$ cat src/rtl/rs485_req_pkg.sv
package rs485_req_pkg;
   localparam int unsigned BYTE_W = 8;

   typedef enum logic [1:0] {
      ENG_IDLE,
      ENG_SEND,
      ENG_WAIT
   } eng_state_e;

   typedef enum logic [1:0] {
      TXF_IDLE,
      TXF_SEND,
      TXF_DRAIN
   } txf_state_e;
endpackage

$ cat src/rtl/rs485_crc8_byte.sv
// One byte through an MSB-first CRC-8 register, unrolled bit by bit.
module rs485_crc8_byte #(
   parameter logic [7:0] POLY = 8'h07
) (
   input  logic [7:0] crc_i,
   input  logic [7:0] data_i,
   output logic [7:0] crc_o
);
   logic [8:0][7:0] stage;

   assign stage[0] = crc_i;

   for (genvar b = 0; b < 8; b++) begin : g_bit
      logic fb;
      assign fb           = stage[b][7] ^ data_i[7-b];
      assign stage[b + 1] = {stage[b][6:0], 1'b0} ^ (fb ? POLY : 8'h00);
   end

   assign crc_o = stage[8];
endmodule

$ cat src/rtl/rs485_tx_framer.sv
// Walks a frame out byte by byte: delimiter, payload, running CRC.
module rs485_tx_framer
   import rs485_req_pkg::*;
#(
   parameter int unsigned FRAME_BYTES = 28,
   parameter logic [7:0]  DELIM       = 8'h40,
   parameter logic [7:0]  CRC_POLY    = 8'h07,
   parameter logic [7:0]  CRC_INIT    = 8'hFF
) (
   input  logic                             clk,
   input  logic                             rst_n,
   input  logic                             start_i,
   input  logic [BYTE_W*(FRAME_BYTES-2)-1:0] payload_i,
   output logic [7:0]                       tx_data_o,
   output logic                             tx_valid_o,
   input  logic                             tx_ready_i,
   input  logic                             tx_idle_i,
   output logic                             tx_en_o,
   output logic                             done_o
);
   localparam int unsigned IDX_W = $clog2(FRAME_BYTES);
   localparam logic [IDX_W-1:0] LAST_IDX = IDX_W'(FRAME_BYTES - 1);

   if (FRAME_BYTES < 3) begin : g_chk_frame
      $error("rs485_tx_framer: FRAME_BYTES must be at least 3");
   end

   txf_state_e       st_q;
   logic [IDX_W-1:0] idx_q;
   logic [7:0]       crc_q;
   logic [7:0]       crc_nxt;
   logic [7:0]       cur_byte;

   always_comb begin
      if (idx_q == '0) begin
         cur_byte = DELIM;
      end else if (idx_q == LAST_IDX) begin
         cur_byte = crc_q;
      end else begin
         cur_byte = payload_i[BYTE_W*(int'(idx_q) - 1) +: BYTE_W];
      end
   end

   rs485_crc8_byte #(.POLY(CRC_POLY)) i_crc (
      .crc_i (crc_q),
      .data_i(cur_byte),
      .crc_o (crc_nxt)
   );

   always_ff @(posedge clk or negedge rst_n) begin
      if (!rst_n) begin
         st_q  <= TXF_IDLE;
         idx_q <= '0;
         crc_q <= CRC_INIT;
      end else begin
         case (st_q)
            TXF_IDLE: begin
               if (start_i) begin
                  st_q  <= TXF_SEND;
                  idx_q <= '0;
                  crc_q <= CRC_INIT;
               end
            end
            TXF_SEND: begin
               if (tx_ready_i) begin
                  crc_q <= crc_nxt;
                  if (idx_q == LAST_IDX) begin
                     st_q <= TXF_DRAIN;
                  end else begin
                     idx_q <= idx_q + 1'b1;
                  end
               end
            end
            TXF_DRAIN: begin
               if (tx_idle_i) begin
                  st_q <= TXF_IDLE;
               end
            end
            default: st_q <= TXF_IDLE;
         endcase
      end
   end

   assign tx_data_o  = cur_byte;
   assign tx_valid_o = (st_q == TXF_SEND);
   assign tx_en_o    = (st_q != TXF_IDLE);
   assign done_o     = (st_q == TXF_DRAIN) && tx_idle_i;

   assert_first_byte_delim_R2: assert property (@(posedge clk) disable iff (!rst_n)
      $rose(tx_valid_o) |-> tx_data_o == DELIM);

   assert_hold_offered_byte_R4: assert property (@(posedge clk) disable iff (!rst_n)
      (tx_valid_o && !tx_ready_i) |=> (tx_valid_o && $stable(tx_data_o)));

   assert_enable_until_idle_R4: assert property (@(posedge clk) disable iff (!rst_n)
      (tx_en_o && !tx_valid_o && !tx_idle_i) |=> tx_en_o);
endmodule

$ cat src/rtl/rs485_rx_framer.sv
// Hunts for the delimiter, collects a frame, checks its CRC.
module rs485_rx_framer
   import rs485_req_pkg::*;
#(
   parameter int unsigned FRAME_BYTES = 28,
   parameter logic [7:0]  DELIM       = 8'h40,
   parameter logic [7:0]  CRC_POLY    = 8'h07,
   parameter logic [7:0]  CRC_INIT    = 8'hFF
) (
   input  logic                             clk,
   input  logic                             rst_n,
   input  logic                             listen_i,
   input  logic [7:0]                       rx_data_i,
   input  logic                             rx_valid_i,
   output logic                             frame_ok_o,
   output logic                             frame_bad_o,
   output logic [BYTE_W*(FRAME_BYTES-2)-1:0] payload_o
);
   localparam int unsigned IDX_W = $clog2(FRAME_BYTES);
   localparam logic [IDX_W-1:0] LAST_IDX = IDX_W'(FRAME_BYTES - 1);
   localparam int unsigned PAY_W = BYTE_W * (FRAME_BYTES - 2);

   if (FRAME_BYTES < 3) begin : g_chk_frame
      $error("rs485_rx_framer: FRAME_BYTES must be at least 3");
   end

   logic [IDX_W-1:0] cnt_q;
   logic [7:0]       crc_q;
   logic [7:0]       crc_in;
   logic [7:0]       crc_nxt;
   logic [PAY_W-1:0] pay_q;
   logic             ok_q;
   logic             bad_q;

   assign crc_in = (cnt_q == '0) ? CRC_INIT : crc_q;

   rs485_crc8_byte #(.POLY(CRC_POLY)) i_crc (
      .crc_i (crc_in),
      .data_i(rx_data_i),
      .crc_o (crc_nxt)
   );

   always_ff @(posedge clk or negedge rst_n) begin
      if (!rst_n) begin
         cnt_q <= '0;
         crc_q <= CRC_INIT;
         pay_q <= '0;
         ok_q  <= 1'b0;
         bad_q <= 1'b0;
      end else begin
         ok_q  <= 1'b0;
         bad_q <= 1'b0;
         if (!listen_i) begin
            cnt_q <= '0;
         end else if (rx_valid_i) begin
            if (cnt_q == '0) begin
               if (rx_data_i == DELIM) begin
                  cnt_q <= IDX_W'(1);
                  crc_q <= crc_nxt;
               end
            end else if (cnt_q == LAST_IDX) begin
               cnt_q <= '0;
               if (rx_data_i == crc_q) begin
                  ok_q <= 1'b1;
               end else begin
                  bad_q <= 1'b1;
               end
            end else begin
               pay_q[BYTE_W*(int'(cnt_q) - 1) +: BYTE_W] <= rx_data_i;
               crc_q <= crc_nxt;
               cnt_q <= cnt_q + 1'b1;
            end
         end
      end
   end

   assign frame_ok_o  = ok_q;
   assign frame_bad_o = bad_q;
   assign payload_o   = pay_q;

   assert_hunt_drops_noise_R9: assert property (@(posedge clk) disable iff (!rst_n)
      (listen_i && rx_valid_i && cnt_q == '0 && rx_data_i != DELIM) |=> (cnt_q == '0 && !frame_ok_o));

   assert_ok_only_when_listening_R7: assert property (@(posedge clk) disable iff (!rst_n)
      frame_ok_o |-> $past(listen_i && rx_valid_i));

   assert_ok_bad_exclusive_R8: assert property (@(posedge clk) disable iff (!rst_n)
      !(frame_ok_o && frame_bad_o));
endmodule

$ cat src/rtl/rs485_reply_timer.sv
// Counts the listening window; restarts whenever run_i drops.
module rs485_reply_timer #(
   parameter int unsigned TIMEOUT_CYC = 100000
) (
   input  logic clk,
   input  logic rst_n,
   input  logic run_i,
   output logic expired_o
);
   localparam int unsigned CW = $clog2(TIMEOUT_CYC + 1);
   localparam logic [CW-1:0] LAST_CNT = CW'(TIMEOUT_CYC - 1);

   if (TIMEOUT_CYC < 2) begin : g_chk_timeout
      $error("rs485_reply_timer: TIMEOUT_CYC must be at least 2");
   end

   logic [CW-1:0] cnt_q;

   always_ff @(posedge clk or negedge rst_n) begin
      if (!rst_n) begin
         cnt_q <= '0;
      end else if (!run_i) begin
         cnt_q <= '0;
      end else if (cnt_q != LAST_CNT) begin
         cnt_q <= cnt_q + 1'b1;
      end
   end

   assign expired_o = run_i && (cnt_q == LAST_CNT);

   assert_expire_needs_run_R5: assert property (@(posedge clk) disable iff (!rst_n)
      expired_o |-> $past(run_i));
endmodule

$ cat src/rtl/rs485_req_engine.sv
// Request/reply transaction engine with bounded retry.
module rs485_req_engine
   import rs485_req_pkg::*;
#(
   parameter int unsigned FRAME_BYTES = 28,
   parameter logic [7:0]  DELIM       = 8'h40,
   parameter logic [7:0]  CRC_POLY    = 8'h07,
   parameter logic [7:0]  CRC_INIT    = 8'hFF,
   parameter int unsigned TIMEOUT_CYC = 100000,
   parameter int unsigned MAX_RETRY   = 2
) (
   input  logic                        clk,
   input  logic                        rst_n,
   input  logic                        req_i,
   input  logic [8*(FRAME_BYTES-2)-1:0] req_payload_i,
   output logic [7:0]                  tx_data_o,
   output logic                        tx_valid_o,
   input  logic                        tx_ready_i,
   input  logic                        tx_idle_i,
   output logic                        tx_en_o,
   input  logic [7:0]                  rx_data_i,
   input  logic                        rx_valid_i,
   output logic                        rsp_valid_o,
   output logic [8*(FRAME_BYTES-2)-1:0] rsp_payload_o,
   output logic                        err_o
);
   localparam int unsigned PAY_W = BYTE_W * (FRAME_BYTES - 2);
   localparam int unsigned RW    = $clog2(MAX_RETRY + 2);
   localparam logic [RW-1:0] RETRY_LIMIT = RW'(MAX_RETRY);

   if (MAX_RETRY > 255) begin : g_chk_retry
      $error("rs485_req_engine: MAX_RETRY out of range");
   end

   eng_state_e      st_q;
   logic [RW-1:0]   retry_q;
   logic [PAY_W-1:0] req_q;
   logic [PAY_W-1:0] rsp_q;
   logic [PAY_W-1:0] rx_pay;
   logic            rsp_valid_q;
   logic            err_q;
   logic            listen;
   logic            retry_left;
   logic            tx_start;
   logic            tx_done;
   logic            rx_ok;
   logic            rx_bad;
   logic            tmo;

   assign listen     = (st_q == ENG_WAIT);
   assign retry_left = (retry_q != RETRY_LIMIT);
   assign tx_start   = ((st_q == ENG_IDLE) && req_i) ||
                       (listen && tmo && !rx_ok && retry_left);

   rs485_tx_framer #(
      .FRAME_BYTES(FRAME_BYTES), .DELIM(DELIM),
      .CRC_POLY(CRC_POLY), .CRC_INIT(CRC_INIT)
   ) i_tx (
      .clk       (clk),
      .rst_n     (rst_n),
      .start_i   (tx_start),
      .payload_i (req_q),
      .tx_data_o (tx_data_o),
      .tx_valid_o(tx_valid_o),
      .tx_ready_i(tx_ready_i),
      .tx_idle_i (tx_idle_i),
      .tx_en_o   (tx_en_o),
      .done_o    (tx_done)
   );

   rs485_rx_framer #(
      .FRAME_BYTES(FRAME_BYTES), .DELIM(DELIM),
      .CRC_POLY(CRC_POLY), .CRC_INIT(CRC_INIT)
   ) i_rx (
      .clk        (clk),
      .rst_n      (rst_n),
      .listen_i   (listen),
      .rx_data_i  (rx_data_i),
      .rx_valid_i (rx_valid_i),
      .frame_ok_o (rx_ok),
      .frame_bad_o(rx_bad),
      .payload_o  (rx_pay)
   );

   rs485_reply_timer #(.TIMEOUT_CYC(TIMEOUT_CYC)) i_timer (
      .clk      (clk),
      .rst_n    (rst_n),
      .run_i    (listen),
      .expired_o(tmo)
   );

   always_ff @(posedge clk or negedge rst_n) begin
      if (!rst_n) begin
         st_q        <= ENG_IDLE;
         retry_q     <= '0;
         req_q       <= '0;
         rsp_q       <= '0;
         rsp_valid_q <= 1'b0;
         err_q       <= 1'b0;
      end else begin
         rsp_valid_q <= 1'b0;
         err_q       <= 1'b0;
         case (st_q)
            ENG_IDLE: begin
               if (req_i) begin
                  req_q   <= req_payload_i;
                  retry_q <= '0;
                  st_q    <= ENG_SEND;
               end
            end
            ENG_SEND: begin
               if (tx_done) begin
                  st_q <= ENG_WAIT;
               end
            end
            ENG_WAIT: begin
               if (rx_ok) begin
                  rsp_q       <= rx_pay;
                  rsp_valid_q <= 1'b1;
                  st_q        <= ENG_IDLE;
               end else if (tmo) begin
                  if (retry_left) begin
                     retry_q <= retry_q + 1'b1;
                     st_q    <= ENG_SEND;
                  end else begin
                     err_q <= 1'b1;
                     st_q  <= ENG_IDLE;
                  end
               end
            end
            default: st_q <= ENG_IDLE;
         endcase
      end
   end

   assign rsp_valid_o   = rsp_valid_q;
   assign rsp_payload_o = rsp_q;
   assign err_o         = err_q;

   // Window length tracked by an independent counter for the R5 check.
   int unsigned wait_cnt_q;
   always_ff @(posedge clk or negedge rst_n) begin
      if (!rst_n) begin
         wait_cnt_q <= 0;
      end else if (listen) begin
         wait_cnt_q <= wait_cnt_q + 1;
      end else begin
         wait_cnt_q <= 0;
      end
   end

   assert_full_window_R5: assert property (@(posedge clk) disable iff (!rst_n)
      (listen && tmo) |-> (wait_cnt_q == TIMEOUT_CYC - 1));

   assert_quiet_while_listening_R4: assert property (@(posedge clk) disable iff (!rst_n)
      listen |-> !tx_en_o);

   assert_err_after_last_try_R6: assert property (@(posedge clk) disable iff (!rst_n)
      err_o |-> ($past(retry_q) == RETRY_LIMIT));

   assert_one_outcome_R6: assert property (@(posedge clk) disable iff (!rst_n)
      $onehot0({rsp_valid_o, err_o}));

   assert_rsp_single_pulse_R7: assert property (@(posedge clk) disable iff (!rst_n)
      rsp_valid_o |=> !rsp_valid_o);

   assert_rsp_from_good_frame_R7: assert property (@(posedge clk) disable iff (!rst_n)
      rsp_valid_o |-> $past(rx_ok));

   assert_bad_frame_no_rsp_R8: assert property (@(posedge clk) disable iff (!rst_n)
      rx_bad |=> !rsp_valid_o);

   assert_busy_keeps_payload_R10: assert property (@(posedge clk) disable iff (!rst_n)
      (st_q != ENG_IDLE) |=> $stable(req_q));
endmodule

$ cat config.mk
export PLATFORM = sky130hd
export DESIGN_NAME = rs485_req_engine
export DESIGN_NICKNAME = d
export VERILOG_FILES = /design/src/rtl/rs485_req_pkg.sv /design/src/rtl/rs485_crc8_byte.sv /design/src/rtl/rs485_tx_framer.sv /design/src/rtl/rs485_rx_framer.sv /design/src/rtl/rs485_reply_timer.sv /design/src/rtl/rs485_req_engine.sv
export SDC_FILE = /design/constraint.sdc
export NUM_CORES = 1
export LEC_CHECK = 0
export ABC_AREA = 1
export BUFFER_PORTS_ARGS = -buffer_cell sky130_fd_sc_hd__buf_2
export CAP_MARGIN = 10
export CORE_MARGIN = 2
export CORE_UTILIZATION = 30
export CTS_CLUSTER_SIZE = 30
export DETAILED_ROUTE_END_ITERATION = 8
export GPL_TIMING_DRIVEN = 0
export PLACE_DENSITY = 0.46
export SETUP_SLACK_MARGIN = 0.1
export SLEW_MARGIN = 20
export SYNTH_ARGS = -nofsm -noshare
export SYNTH_HDL_FRONTEND = slang
export SYNTH_SLANG_ARGS = --single-unit
$ cat constraint.sdc
create_clock -name clk -period 4.6 [get_ports clk]
set_input_delay 0.46 -clock clk [delete_from_list [all_inputs] [get_ports clk]]
set_output_delay 0.46 -clock clk [all_outputs]
set_load 0.02 [all_outputs]
==> results of run 1 <==
worst max-delay path, delay by kind of cell, from the launching register on:
kind	cells	cell delay, ps
AO/OA/AOI/OAI	2	270
adder cells (fa/ha/maj)	1	280
buffers and inverters	9	1500
flip-flops	1	390
AND/OR/NAND/NOR	6	760
cell usage in the layout, fill, tap and decap left out, drive strengths merged, types with 55 or more instances in the layout:
| master | count |
|---|---|
| buf | 505 |
| a21oi | 55 |
| o21ai | 270 |
| dfrtp | 660 |
| mux2 | 384 |
| clkbuf | 198 |
| nand3 | 231 |
| nor2 | 192 |
| nand2 | 535 |
| inv | 159 |
final timing paths:
check,from,slack [ps],cells after the start,to
worst min register to register,i_rx.crc_q[0],480,2,i_rx.crc_q[0]
worst max-delay path,i_tx.idx_q[0],270,18,tx_data_o[3]
min in group asynchronous,rst_n,340,2,req_q[56]
worst max register to register,i_rx.cnt_q[0],550,21,i_rx.payload_o[70]
worst min-delay path,req_payload_i[199],40,2,req_q[199]
max in group asynchronous,rst_n,1890,7,rsp_payload_o[123]
layout make-up:
| type | count | area, µm² | area share |
|---|---|---|---|
| antenna | 4 | 10.0 | 0.000276 |
| buffer | 131 | 653 | 0.0180 |
| clock buffer | 120 | 2330 | 0.0642 |
| clock inverter | 16 | 225 | 0.00621 |
| inverter | 158 | 596 | 0.0164 |
| multi-input combinational | 1799 | 11200 | 0.310 |
| sequential | 676 | 16900 | 0.467 |
| tap | 1276 | 1600 | 0.0440 |
| timing repair buffer | 475 | 2690 | 0.0742 |
repair_timing:
action | CTS | global route
endpoints found under the hold margin | 79 | 0
setup buffers | 1 | 2
resized for setup | 31 | 62
hold buffers | 23 | 0
setup endpoints to repair | 17 | 155
pin swaps | 1 | 2
metal layers:
metal | up-vias | routed length [µm]
li1 | 10400 | -
met1 | 11000 | 42900
met2 | 529 | 45800
met5 | - | 32
met3 | 157 | 6810
met4 | 6 | 2960
logic make-up (layout without fill, tap and decap cells):
family | Yosys count | in the layout | share of synthesized area
AOI/OAI and AO/OA | 383 | 383 | 0.0711
adders and majority gates | 16 | 16 | 0.00686
muxes | 384 | 384 | 0.148
xor gates and xnor gates | 25 | 25 | 0.00828
DFF | 676 | 676 | 0.581
and+or+nand+nor | 991 | 991 | 0.145
other | 0 | 4 | 0
buffers and inverters | 289 | 900 | 0.0397
power by group:
group,switching [mW],internal [mW]
registers,0.476,6.97
logic,3.39,2.05
clock network,2.63,3.57
flip-flops by register name (all words and copies together) (netlist names):
register         count
i_rx.payload_o     208
req_q              208
rsp_payload_o      208
i_timer.cnt_q       17
i_rx.crc_q           8
i_tx.crc_q           8
i_rx.cnt_q           5
i_tx.idx_q           5
i_tx.st_q            2
retry_q              2
st_q                 2
err_o                1
i_rx.frame_ok_o      1
rsp_valid_o          1
through the flow:
step | util | power, mW | setup TNS, ps
floorplan | - | 10.9 | 0
global placement | 0.341 | 12.8 | -8162760
detailed placement | 0.344 | 12.8 | -30.6
CTS | 0.374 | 19.3 | 0
global route | 0.376 | 20.2 | 0
finish | 0.376 | 19.1 | 0
==> impl_metrics.env, run 1 <==
export IMPL_rsz0062_at_grt="yes"
export IMPL_critical_path_startpoint_type="register"
export IMPL_synth_top_area_cell="dfrtp_1"
export IMPL_synth_area_top_cells="dfrtp_1, mux2_2, nand2_1"
export IMPL_hp_class="input port to register"
export IMPL_core_um2=96600
export IMPL_io_pins=442
export IMPL_area_growth_pct=24.4
export IMPL_clock_path_buffers=3
export IMPL_clk_pin_slew_ps=60
export IMPL_setup_viol_count_final=0
export IMPL_drv_slew=0
export IMPL_layout_filler_cells=9728
export IMPL_avgSynthCellArea_um2=10.6
export IMPL_final_nets=3557
export IMPL_die_area_um2=99700
export IMPL_cts_sinks=676
export IMPL_vias=22200
export IMPL_ys_types=52
export IMPL_first_iter_violations=1430
export IMPL_fin_area_um2=36300
export IMPL_max_slew_margin=0.291
export IMPL_port_buffer_count=441
export IMPL_cp_required_ps=4140
export IMPL_netlist_area_um2=29200
export IMPL_ys_top_cells_by_count="dfrtp_1, nand2_1, mux2_2"
export IMPL_grt_util_met1=0.257
export IMPL_grt_pass1_wl_mm=146
export IMPL_crit_path_frequent_cell="nand3_1"
export IMPL_synthFlopType="dfrtp_1"
export IMPL_ant_nets=0
export IMPL_stdcell_count=4655
export IMPL_dr_pass1_iters=7
export IMPL_slowest_delay_ps=390
export IMPL_dp_slack_ps=-30.6
export IMPL_hold_violations=0
export IMPL_place_area_um2=33200
export IMPL_crit_path_cell_trace="clkbuf_4 -> inv_4 -> buf_6 -> buf_6 -> ha_2 -> buf_4 -> inv_2 -> buf_6 -> nor2_1 -> o21ai_1 -> nand3_1 -> nand3_1 -> nand3_1 -> nand3_1 -> a21oi_2 -> nand2_1 -> inv_1 -> buf_2"
export IMPL_antenna_found_initial=11
export IMPL_first_global_vias=22700
export IMPL_htree_levels=3
export IMPL_drt_wl_total_mm=98.5
export IMPL_syn_nets=3002
export IMPL_peakVddDrop_mv=0.277
export IMPL_p_leak_nw=17.7
export IMPL_p_per_area_nw_per_um2=526
export IMPL_place_congestion=0.840
export IMPL_wl_per_cell_um=21.2
export IMPL_synth_edf_count=0
export IMPL_worst_slack_ps=266
export IMPL_gr_usage_met3=0.0545
export IMPL_holdWs_ps=44.1
export IMPL_yosys_warnings=0
export IMPL_drc_errors=0
export IMPL_period_share=0.942
export IMPL_fin_worst_skew_ps=26.9
export IMPL_avgViaCountPerCell=4.76
export IMPL_crit_slowest_cell="dfrtp_1"
export IMPL_period_needed_ps=4330
export IMPL_fmax_ghz=0.231
export IMPL_synth_top_cell_area_share=0.566
export IMPL_critPathKind="register to primary output"
export IMPL_fp_dieW_um=316
export IMPL_async_reset_ff_frac=1.00
export IMPL_start_util=0.302
export IMPL_grt_overflow=0
export IMPL_worst_pin_slew_ps=1060
export IMPL_cts_root_buf="clkbuf_16"
export IMPL_critical_path_arrival_ps=3870
export IMPL_dp_hpwl_mm=73.6
export IMPL_ys_seq_area_frac=0.581
export IMPL_busiest_layer="met2"
export IMPL_drv_cap=0
export IMPL_dp_cells=4489
export IMPL_endpoint_kind="primary output"
export IMPL_cp_max_fo=10
export IMPL_die_y_um=316
export IMPL_clk_latency_ps=660
export IMPL_cts_tree="yes"
export IMPL_use_met2=0.315
export IMPL_gr_usage_all_layers=0.196
export IMPL_rows=114
export IMPL_cts_buffers_inserted=78
export IMPL_yosysMostFrequentCell="dfrtp_1"
export IMPL_status="complete, no violations"
export IMPL_ys_seq_elements=676
export IMPL_drive_gt1_frac=0.328
export IMPL_grt_max_degree=96
export IMPL_syn_inst=2764
(Power assumes the default switching activity.)
==> run 2, diff against run 1 <==
--- a/config.mk
+++ b/config.mk
@@ -10,10 +10,9 @@
 export CAP_MARGIN = 10
 export CORE_MARGIN = 2
 export CORE_UTILIZATION = 30
-export CTS_CLUSTER_SIZE = 30
 export DETAILED_ROUTE_END_ITERATION = 8
 export GPL_TIMING_DRIVEN = 0
-export PLACE_DENSITY = 0.46
+export PLACE_DENSITY = 0.5
 export SETUP_SLACK_MARGIN = 0.1
 export SLEW_MARGIN = 20
 export SYNTH_ARGS = -nofsm -noshare
==> constraint.sdc (replaced) <==
create_clock -name clk -period 4.8 [get_ports clk]
set_input_delay 0.48 -clock clk [delete_from_list [all_inputs] [get_ports clk]]
set_output_delay 0.48 -clock clk [all_outputs]
set_load 0.02 [all_outputs]
==> run 2 against run 1 <==
- critical path depth is 1 lower
- setup slack improved by 100 ps
- total power shrank 3.3%
- largest cell class unchanged
- largest power group unchanged
==> impl_metrics.env, run 2 (synthesis results as in run 1) <==
export IMPL_status="complete, no violations"
export IMPL_rr_endpoint="i_rx.payload_o[62]"
export IMPL_comb_power_share=0.274
export IMPL_setup_viol_count_final=0
export IMPL_dr_pass1_iters=5
export IMPL_cts_tree="yes"
export IMPL_grt_pass1_wl_mm=144
export IMPL_grt_util_met1=0.248
export IMPL_p_per_area_nw_per_um2=512
export IMPL_grt_max_degree=96
export IMPL_clock_path_buffers=3
export IMPL_busiest_layer="met2"
export IMPL_start_util=0.302
export IMPL_drv_cap=0
export IMPL_die_y_um=316
export IMPL_critical_path_arrival_ps=3950
export IMPL_power_switching_mw=6.23
export IMPL_startpoint="i_tx.idx_q[0]"
export IMPL_drv_slew=0
export IMPL_layout_commonest_cell="dfrtp_1"
export IMPL_reg2reg_depth=21
export IMPL_worst_slack_ps=369
export IMPL_hold_violations=0
export IMPL_die_area_um2=99700
export IMPL_wl_per_cell_um=21.0
export IMPL_drt_wl_total_mm=97.5
export IMPL_seq_power_share=0.387
export IMPL_p_int_mw=12.2
export IMPL_fp_dieW_um=316
export IMPL_seq_area_um2=16900
export IMPL_final_nets=3535
export IMPL_htree_levels=3
export IMPL_critPathKind="register to primary output"
export IMPL_power_mw=18.4
export IMPL_place_congestion=0.836
export IMPL_period_share=0.923
export IMPL_fmax_ghz=0.226
export IMPL_layout_filler_cells=9707
export IMPL_grt_overflow=0
export IMPL_worst_pin_slew_ps=1030
export IMPL_ant_nets=0
export IMPL_clk_latency_ps=670
export IMPL_gr_usage_all_layers=0.194
export IMPL_power_frac_clock=0.339
export IMPL_period_needed_ps=4430
export IMPL_use_met2=0.316
export IMPL_r2r_setup_slack_ps=570
export IMPL_rsz0062_at_grt="no"
export IMPL_port_buffer_count=441
export IMPL_first_global_vias=22500
export IMPL_cts_sinks=676
export IMPL_peakVddDrop_mv=0.348
export IMPL_dp_slack_ps=300
export IMPL_hp_class="input port to register"
export IMPL_switching_share=0.338
export IMPL_core_um2=96600
export IMPL_max_slew_margin=0.316
export IMPL_io_pins=442
export IMPL_dp_hpwl_mm=72.4
export IMPL_rows=114
export IMPL_layout_common_cells="dfrtp_1, nand2_1, buf_2, mux2_2, o21ai_0"
export IMPL_crit_path_end="tx_data_o[5]"
export IMPL_vias=22200
export IMPL_avgViaCountPerCell=4.78
export IMPL_critical_path_startpoint_type="register"
export IMPL_cp_required_ps=4320
export IMPL_fin_worst_skew_ps=57.5
export IMPL_antenna_found_initial=22
export IMPL_multi_input_area_um2=11100
export IMPL_endpoint_kind="primary output"
export IMPL_gr_usage_met3=0.0550
export IMPL_cts_buffers_inserted=78
export IMPL_area_growth_pct=23.5
export IMPL_p_leak_nw=17.6
export IMPL_clk_pin_slew_ps=60
export IMPL_cts_root_buf="clkbuf_16"
export IMPL_drive_gt1_frac=0.323
export IMPL_first_iter_violations=1502
export IMPL_cp_max_fo=10
export IMPL_drc_errors=0
export IMPL_rr_startpoint="i_rx.cnt_q[0]"
==> run 2: power by group through the flow <==
stage,combinational (mW),sequential [mW],clock (mW)
final,5.06,7.14,6.24
after global routing,5.58,7.24,6.63
after CTS,5.03,7.13,6.40
after detailed placement,4.96,7.23,0
after global placement,4.91,7.22,0
after floorplan,3.32,7.09,0
==> run 2: what timing repair did <==
| item | CTS | global route |
|---|---|---|
| gates cloned | 0 | 0 |
| resized for setup | 15 | 18 |
| pin swaps | 0 | 3 |
| endpoints found under the hold margin | 66 | 0 |
| buffers inserted | 0 | 3 |
| endpoints found under the setup margin | 8 | 101 |
| hold buffers | 2 | 0 |
==> run 2: cell type report <==
class | count | area share
Sequential cell | 676 | 0.470
Multi-Input combinational cell | 1799 | 0.309
Timing Repair Buffer | 453 | 0.0681
Clock buffer | 109 | 0.0619
Tap cell | 1276 | 0.0443
Buffer | 131 | 0.0167
Inverter | 158 | 0.0165
Clock inverter | 35 | 0.0133
Antenna cell | 7 | 0.000486
==> run 2: layer usage <==
metal | share of wire | routed length [µm]
met1 | 0.43 | 41600
met2 | 0.47 | 46000
met3 | 0.072 | 7070
met4 | 0.028 | 2750
met5 | 0.00096 | 94
==> run 2: worst min-delay path by stage <==
stage                            start          endpoint  slack (ps)  cells after the start
floorplan                        rst_n             err_o         180                      0
finish               req_payload_i[36]         req_q[36]          50                      2
global placement      i_timer.cnt_q[6]  i_timer.cnt_q[6]         460                      1
CTS                 req_payload_i[134]        req_q[134]          10                      2
global route        req_payload_i[134]        req_q[134]          30                      2
detailed placement       i_rx.crc_q[0]     i_rx.crc_q[0]         460                      2
==> run 2: through the flow <==
step                       util  setup TNS (ps)  instance area (µm²)  hold WS, ps  std cells
final                     0.373               0                36000         53.9       4644
after global routing      0.373               0                36000         32.3       4642
after CTS                 0.372               0                35900         10.3       4634
after detailed placement  0.344               0                33200          462       4488
after global placement    0.341        -7961960                33000          455       4481
after floorplan               -               0                29200          184       2764
==> run 2: worst max-delay path, cell delays in order (launching register included) <==
cell and delay [ps]:
dfrtp_1 340, clkbuf_4 220, inv_2 110, buf_4 200, buf_4 190, ha_1 280
clkbuf_4 230, buf_4 240, buf_4 230, o21ai_0 140, o221ai_1 270, nand3_1 100
nand3_1 100, nand3_1 70, nand2_1 130, nand2_1 80, a21oi_1 130, buf_2 210
